**src/rtl/ow_triplet.sv**
```systemverilog
module ow_triplet (
  input  logic       clk,
  input  logic       rst_n,
  input  logic       start,
  input  logic       pref_dir,
  output logic       busy,
  output logic       done,
  output logic       err,
  output logic [2:0] result,
  output logic       slot_req,
  output logic       slot_rd,
  output logic       slot_wbit,
  input  logic       slot_rbit,
  input  logic       slot_done,
  input  logic       slot_tmo
);

  typedef enum logic [1:0] {ST_IDLE, ST_ID, ST_CMP, ST_DIR} st_t;
  localparam logic [2:0] NO_ANSWER = 3'b011;

  st_t        st;
  logic       req_q, id_q, cmp_q, dir_q, pref_q, done_q, err_q;
  logic [2:0] res_q;

  assign busy      = (st != ST_IDLE);
  assign done      = done_q;
  assign err       = err_q;
  assign result    = res_q;
  assign slot_req  = req_q;
  assign slot_rd   = (st != ST_DIR);
  assign slot_wbit = dir_q;

  always_ff @(posedge clk) begin
    if (!rst_n) begin
      st     <= ST_IDLE;
      req_q  <= 1'b0;
      id_q   <= 1'b0;
      cmp_q  <= 1'b0;
      dir_q  <= 1'b0;
      pref_q <= 1'b0;
      done_q <= 1'b0;
      err_q  <= 1'b0;
      res_q  <= 3'b000;
    end else begin
      done_q <= 1'b0;
      err_q  <= 1'b0;
      if (st == ST_IDLE) begin
        if (start) begin
          pref_q <= pref_dir;
          st     <= ST_ID;
          req_q  <= 1'b0;
        end
      end else if (!req_q) begin
        req_q <= 1'b1;
      end else if (slot_tmo) begin
        req_q  <= 1'b0;
        st     <= ST_IDLE;
        res_q  <= NO_ANSWER;
        err_q  <= 1'b1;
        done_q <= 1'b1;
      end else if (slot_done) begin
        req_q <= 1'b0;
        case (st)
          ST_ID: begin
            id_q <= slot_rbit;
            st   <= ST_CMP;
          end
          ST_CMP: begin
            if (id_q && slot_rbit) begin
              res_q  <= NO_ANSWER;
              done_q <= 1'b1;
              st     <= ST_IDLE;
            end else begin
              cmp_q <= slot_rbit;
              dir_q <= (id_q ^ slot_rbit) ? id_q : pref_q;
              st    <= ST_DIR;
            end
          end
          ST_DIR: begin
            res_q  <= {dir_q, cmp_q, id_q};
            done_q <= 1'b1;
            st     <= ST_IDLE;
          end
          default: st <= ST_IDLE;
        endcase
      end
    end
  end

  AST_RESET_QUIET: assert property (@(posedge clk) !rst_n |=> !busy && !done && !slot_req);
  AST_REQ_RELEASE: assert property (@(posedge clk) disable iff (!rst_n)
    slot_req && (slot_done || slot_tmo) |=> !slot_req);
  AST_REQ_HOLD: assert property (@(posedge clk) disable iff (!rst_n)
    slot_req && !slot_done && !slot_tmo |=> slot_req);
  AST_TMO_CODE: assert property (@(posedge clk) disable iff (!rst_n)
    slot_req && slot_tmo |=> done && err && result == 3'b011 && !busy);
  AST_ERR_WITH_DONE: assert property (@(posedge clk) disable iff (!rst_n) err |-> done);
  AST_DONE_PULSE: assert property (@(posedge clk) disable iff (!rst_n) done |=> !done);
  AST_IDLE_NO_REQ: assert property (@(posedge clk) disable iff (!rst_n) !busy |-> !slot_req);
  AST_WBIT_STABLE: assert property (@(posedge clk) disable iff (!rst_n)
    slot_req && !slot_rd |=> !slot_req || $stable(slot_wbit));
  AST_RESULT_HOLD: assert property (@(posedge clk) disable iff (!rst_n)
    !done |-> $stable(result));

endmodule

```
**config.mk**
```make
export PLATFORM = sky130hd
export DESIGN_NAME = ow_triplet
export DESIGN_NICKNAME = d
export VERILOG_FILES = /design/src/rtl/ow_triplet.sv
export SDC_FILE = /design/constraint.sdc
export NUM_CORES = 1
export LEC_CHECK = 0
export CAP_MARGIN = 30
export CORE_UTILIZATION = 40
export CTS_CLUSTER_SIZE = 40
export DETAILED_ROUTE_END_ITERATION = 12
export HOLD_SLACK_MARGIN = 0.05
export PLACE_DENSITY_LB_ADDON = 0.12
export REMOVE_ABC_BUFFERS = 1
export SETUP_SLACK_MARGIN = 0.1
export SKIP_CTS_REPAIR_TIMING = 1
export SLEW_MARGIN = 20
export SYNTH_ARGS = -nofsm -noshare
export SYNTH_HDL_FRONTEND = slang
export SYNTH_SLANG_ARGS = --single-unit
```
**constraint.sdc**
```tcl
create_clock -name clk -period 2.01 [get_ports clk]
set_input_delay 0.201 -clock clk [delete_from_list [all_inputs] [get_ports clk]]
set_output_delay 0.201 -clock clk [all_outputs]
set_load 0.02 [all_outputs]
```
Yosys cells after proc, flatten, opt, wreduce, memory -nomap -nowiden

Cells that the tools add are included.

Memories: 0
ROM bits: 0
Output and inout bits: 9
Word-level logic and storage cells: 56
Bits in registers: 12
Input bits: 7
Latch bits: 0
Memory bits (writable): 0

Shift-type cells: 0
Equal/unequal tests: 6
Reductions and logical operators: 13
Multiply operators: 0
Bitwise operators: 6
Div/mod/pow operators: 0
Order comparisons: 0
Multiplexer cells: 22
Add/sub/neg operators: 0

Operator list:

| operator                                            | number |
|---|---|
| two-way mux 2 bit                                   | 6 |
| two-way mux 1 bit                                   | 10 |
| AND reduction 5 bit                                 | 2 |
| two-way mux 3 bit                                   | 3 |
| case mux 3 bit (2 select lines)                     | 1 |
| AND reduction 6 bit                                 | 1 |
| nonzero test 2 bit                                  | 3 |
| nonzero test 3 bit                                  | 2 |
| NOT 1 bit                                           | 5 |
| equality test 2 bit, second input constant          | 2 |
| != test 2 bit, second input constant                | 2 |
| case mux 2 bit (2 select lines)                     | 1 |
| != test 3 bit, second input constant                | 1 |
| AND reduction 3 bit                                 | 1 |
| OR reduction 3 bit                                  | 1 |
| equality test 2 x 1 -> 1 bit, second input constant | 1 |
| logical NOT 2 bit                                   | 1 |
| case mux 1 bit (2 select lines)                     | 1 |
| AND reduction 2 bit                                 | 1 |
| logical AND 1 bit                                   | 1 |
| bitwise XOR 1 bit                                   | 1 |

Depth between registers and ports, before layout

Depth after elaboration: 7
Mapped depth: 5
Depth with buffers taken out: 5

Worst setup path before layout

No wires, ideal clock.

Kind: register to register
From: register st[0]
To: register res_q[0], in the netlist result[0]
Cell stages (with the launch flop): 6
Setup slack: 0.576 ns
Clock period less this slack: 1.434 ns
Arrival: 1.315 ns
Library setup time: 0.119 ns
Cells stage by stage: dfxtp_1 -> inv_1 -> ha_1 -> and4bb_2 -> nand3_2 -> o221a_2

Longest elaborated chain between the ends: 4
Elaborated cells on any way between the ends: 10
Classes of those cells: eq/ne: 3; mux: 3; bitwise: 1; reduce/logical: 3

Ends and longest elaborated chain:

| element                         | line | RTL |
|---|---|---|
| from (decl)                     | 21   | `st_t st;` |
| from (signal assigned)          | 35   | `st <= ST_IDLE;` |
| from (signal assigned)          | 50   | `st <= ST_ID;` |
| from (signal assigned)          | 57   | `st <= ST_IDLE;` |
| equality test 2 bit             | 63   | `case (st)` |
| case mux 3 bit (2 select lines) | 63   |  |
| two-way mux 3 bit               | 61   | `end else if (slot_done) begin` |
| two-way mux 3 bit               | 55   | `end else if (slot_tmo) begin` |
| to (signal assigned)            | 80   | `res_q <= {dir_q, cmp_q, id_q};` |
| to (decl)                       | 23   | `logic [2:0] res_q;` |

Parallel ways exist; a longest one is shown, timed or not. The select of a mux whose other input is x is not followed.
A chain may end at the register's enable or synchronous reset.

Worst setup path in the final report

From: register st[1]
To: output slot_rd

Longest elaborated chain between the ends: 1

Ends and longest elaborated chain:

| element       | line | RTL |
|---|---|---|
| != test 2 bit | 30   | `assign slot_rd = (st != ST_DIR);` |
| to (decl)     | 11   | `output logic slot_rd,` |

No other way between the ends.

==> results.json <==
{
  "status": "completed",
  "multiInputGateArea_um2": 355,
  "maxSlewViolCount": 0,
  "row_count": 13,
  "arrival_ns": 1.52,
  "p_sw_uw": 123,
  "synth_area_um2": 627,
  "die_y_um": 41.6,
  "synthMuxAreaShare_pct": 8.18,
  "synth_compound_area_share_pct": 17.2,
  "post_drt_wl_per_cell_um": 12.6,
  "vias_per_cell": 5.38,
  "intPower_uw": 387,
  "layout_setup_ws_ns": 0.291,
  "track_usage_pct": 17.6,
  "fin_crit_sh_pct": 85.5,
  "cts_buffer_depth": 2,
  "ys_seq_elements": 12,
  "crit_type": "reg2out",
  "skew_ns": 0.00332,
  "cap_violations": 0,
  "grt_pass1_wl_um": 2280,
  "cp_max_fo": 5,
  "antenna_found_initial": 0,
  "clkSinkCount": 12,
  "nets": 99,
  "portBuffers": 15,
  "synthAdderAreaFrac_pct": 12.0,
  "synth_top_family_by_area": "simple AND/OR/NAND/NOR gates",
  "cts_buffers": 3,
  "pre_cts_slack_ns": 0.381,
  "combPwrFrac_pct": 13.4,
  "power_density_mw_per_mm2": 614,
  "place_congestion": 0.771,
  "fmax_ghz": 0.582,
  "p_total_uw": 510,
  "nFillCells": 124,
  "drtIter0Drc": 4,
  "required_ns": 1.81,
  "hpwl_um": 978,
  "cts.clk_slew.worst_paths_ns": 0.08,
  "synth.avg_cell_area_um2": 9.36,
  "hold_viol": 0,
  "dp.cells": 96,
  "clk-insertion-delay-late_ns": 0.27,
  "synth_cells": 67,
  "yosysWarnings": 0,
  "synthSimpleGateAreaFrac_pct": 19.4,
  "route.antenna.remaining_nets": 0,
  "swShare_pct": 24.1,
  "firstDrtPassIters": 4,
  "area_growth_pct": 32.5,
  "root_buffer": "clkbuf_4",
  "p_leak_uw": 0.000359,
  "power.share.clock_pct": 37.7,
  "die_w_um": 41.6,
  "hold_path.class": "reg2reg",
  "cp-end-kind": "output pin",
  "synth_xor_area_share_pct": 0,
  "antennaDiodeCount": 0,
  "ys.flop_type": "dfxtp_1",
  "routed_wl_um": 1260,
  "rsz0062_at_grt": "false",
  "io_pins": 16,
  "die_area_mm2": 0.00173,
  "cts_tree": "yes",
  "dr_total_vias": 538,
  "core_area_mm2": 0.00138,
  "synth-edff-count": 0,
  "final_cells": 100,
  "tightest_slew_ns": 0.413,
  "grt_pass1_vias": 514,
  "synth.distinct_cells": 26,
  "pwr-share-seq_pct": 48.9,
  "cts.htree.levels": 1,
  "grt_max_degree": 13,
  "relSlewSlack_pct": 72.4,
  "drc": 0,
  "drive_above_1_share_pct": 14.1,
  "regArea_um2": 241,
  "start_util_pct": 45.3,
  "setup_viol": 0,
  "min_period_ns": 1.72,
  "tns_ns": 0,
  "critPathLaunchType": "flop",
  "ys_seq_area_share_pct": 38.3,
  "grt-ovfl-total": 0,
  "ys_async_sr_fraction_pct": 0,
  "vdd_drop_max_v": 0.000508
}
==> stage by stage <==
| stage | hold WS, ns | util (%) | cell area, µm² |
|---|---|---|---|
| 2_1_floorplan | 0.339 | - | 622 |
| 3_3_place_gp | 0.450 | 57.2 | 791 |
| 3_5_place_dp | 0.456 | 57.2 | 791 |
| 4_1_cts | 0.467 | 59.8 | 827 |
| 5_1_grt | 0.495 | 60.1 | 831 |
| 6_report | 0.466 | 60.1 | 831 |
==> power groups by stage <==
stage	clock network, µW	registers, µW	logic [µW]
after detailed placement	0	255	68.7
after global placement	0	255	68.2
after floorplan	0	258	31.3
final	192	249	68.5
after global routing	215	250	74.9
after CTS	197	249	69.1
==> registers in the layout, indices dropped and copies added (netlist names) <==
signal / cells
cmp_q: 1
st: 2
slot_req: 1
id_q: 1
pref_q: 1
err: 1
slot_wbit: 1
done: 1
result: 3
==> path summary, 6_finish.rpt <==
kind / startpoint / to / slack, ns / cells past startpoint
setup / recovery: st[1] / slot_rd / 0.29 / 3
hold / removal: pref_q / pref_q / 0.47 / 2
hold reg to reg: pref_q / pref_q / 0.47 / 2
setup reg to reg: st[0] / result[0] / 0.40 / 5
==> kinds of logic (layout without fill, tap and decap cells) <==
| family | count (synthesis) | in the layout |
|---|---|---|
| simple gates | 22 | 22 |
| compound gates | 14 | 14 |
| flops | 12 | 12 |
| buf+inv | 8 | 26 |
| fa+ha+maj | 6 | 6 |
| mux | 5 | 5 |
==> routing by layer <==
metal | track usage (%) | part of all wire [%]
met5 | 0 | 0
met4 | 3.87 | 0.79
met2 | 28.7 | 48
met3 | 7.83 | 4.7
met1 | 21.3 | 47
==> cells in the final DEF, fill, tap and decap left out <==
master / n
o221a_2: 2
nor2_1: 2
a211oi_2: 1
and3_1: 2
a21oi_1: 2
and2b_2: 1
nand2_1: 10
ha_1: 6
and4bb_2: 1
inv_1: 7
nand3_2: 1
nand3_1: 1
a311oi_1: 1
nand2b_1: 1
or2b_1: 1
mux2i_1: 4
clkdlybuf4s50_1: 14
clkbuf_8: 1
dfxtp_2: 1
dfxtp_1: 11
mux2_2: 1
dlymetal6s2s_1: 1
o2111ai_1: 2
nand3b_1: 1
o21ai_0: 3
o22ai_1: 1
nor2b_1: 1
a211oi_1: 1
clkbuf_4: 3
o31ai_1: 1
==> synthesized netlist by cell type (all sizes together) (2+ instances only) <==
| cell | number | share of area, % |
|---|---|---|
| a211oi | 2 | 3.2 |
| a21oi | 2 | 1.6 |
| and3 | 2 | 2.0 |
| dfxtp | 12 | 38 |
| ha | 6 | 12 |
| inv | 7 | 4.2 |
| mux2i | 4 | 6.4 |
| nand2 | 10 | 6.0 |
| nand3 | 2 | 2.4 |
| nor2 | 2 | 1.2 |
| o2111ai | 2 | 2.8 |
| o21ai | 3 | 2.4 |
| o221a | 2 | 3.6 |
==> worst max-delay path, stage by stage (launching register included) <==
cell,delay (ns)
dfxtp_2,0.35
ha_1,0.24
inv_1,0.07
clkdlybuf4s50_1,0.59
==> layout make-up <==
type                       count  share of cell area [%]
inverter                       7                    3.16
clock buffer                   4                    4.37
timing repair buffer          15                    18.4
multi-input combinational     47                    42.8
tap                           15                    2.26
sequential                    12                    29.1
Note: power is estimated with default switching activity, not from simulation.
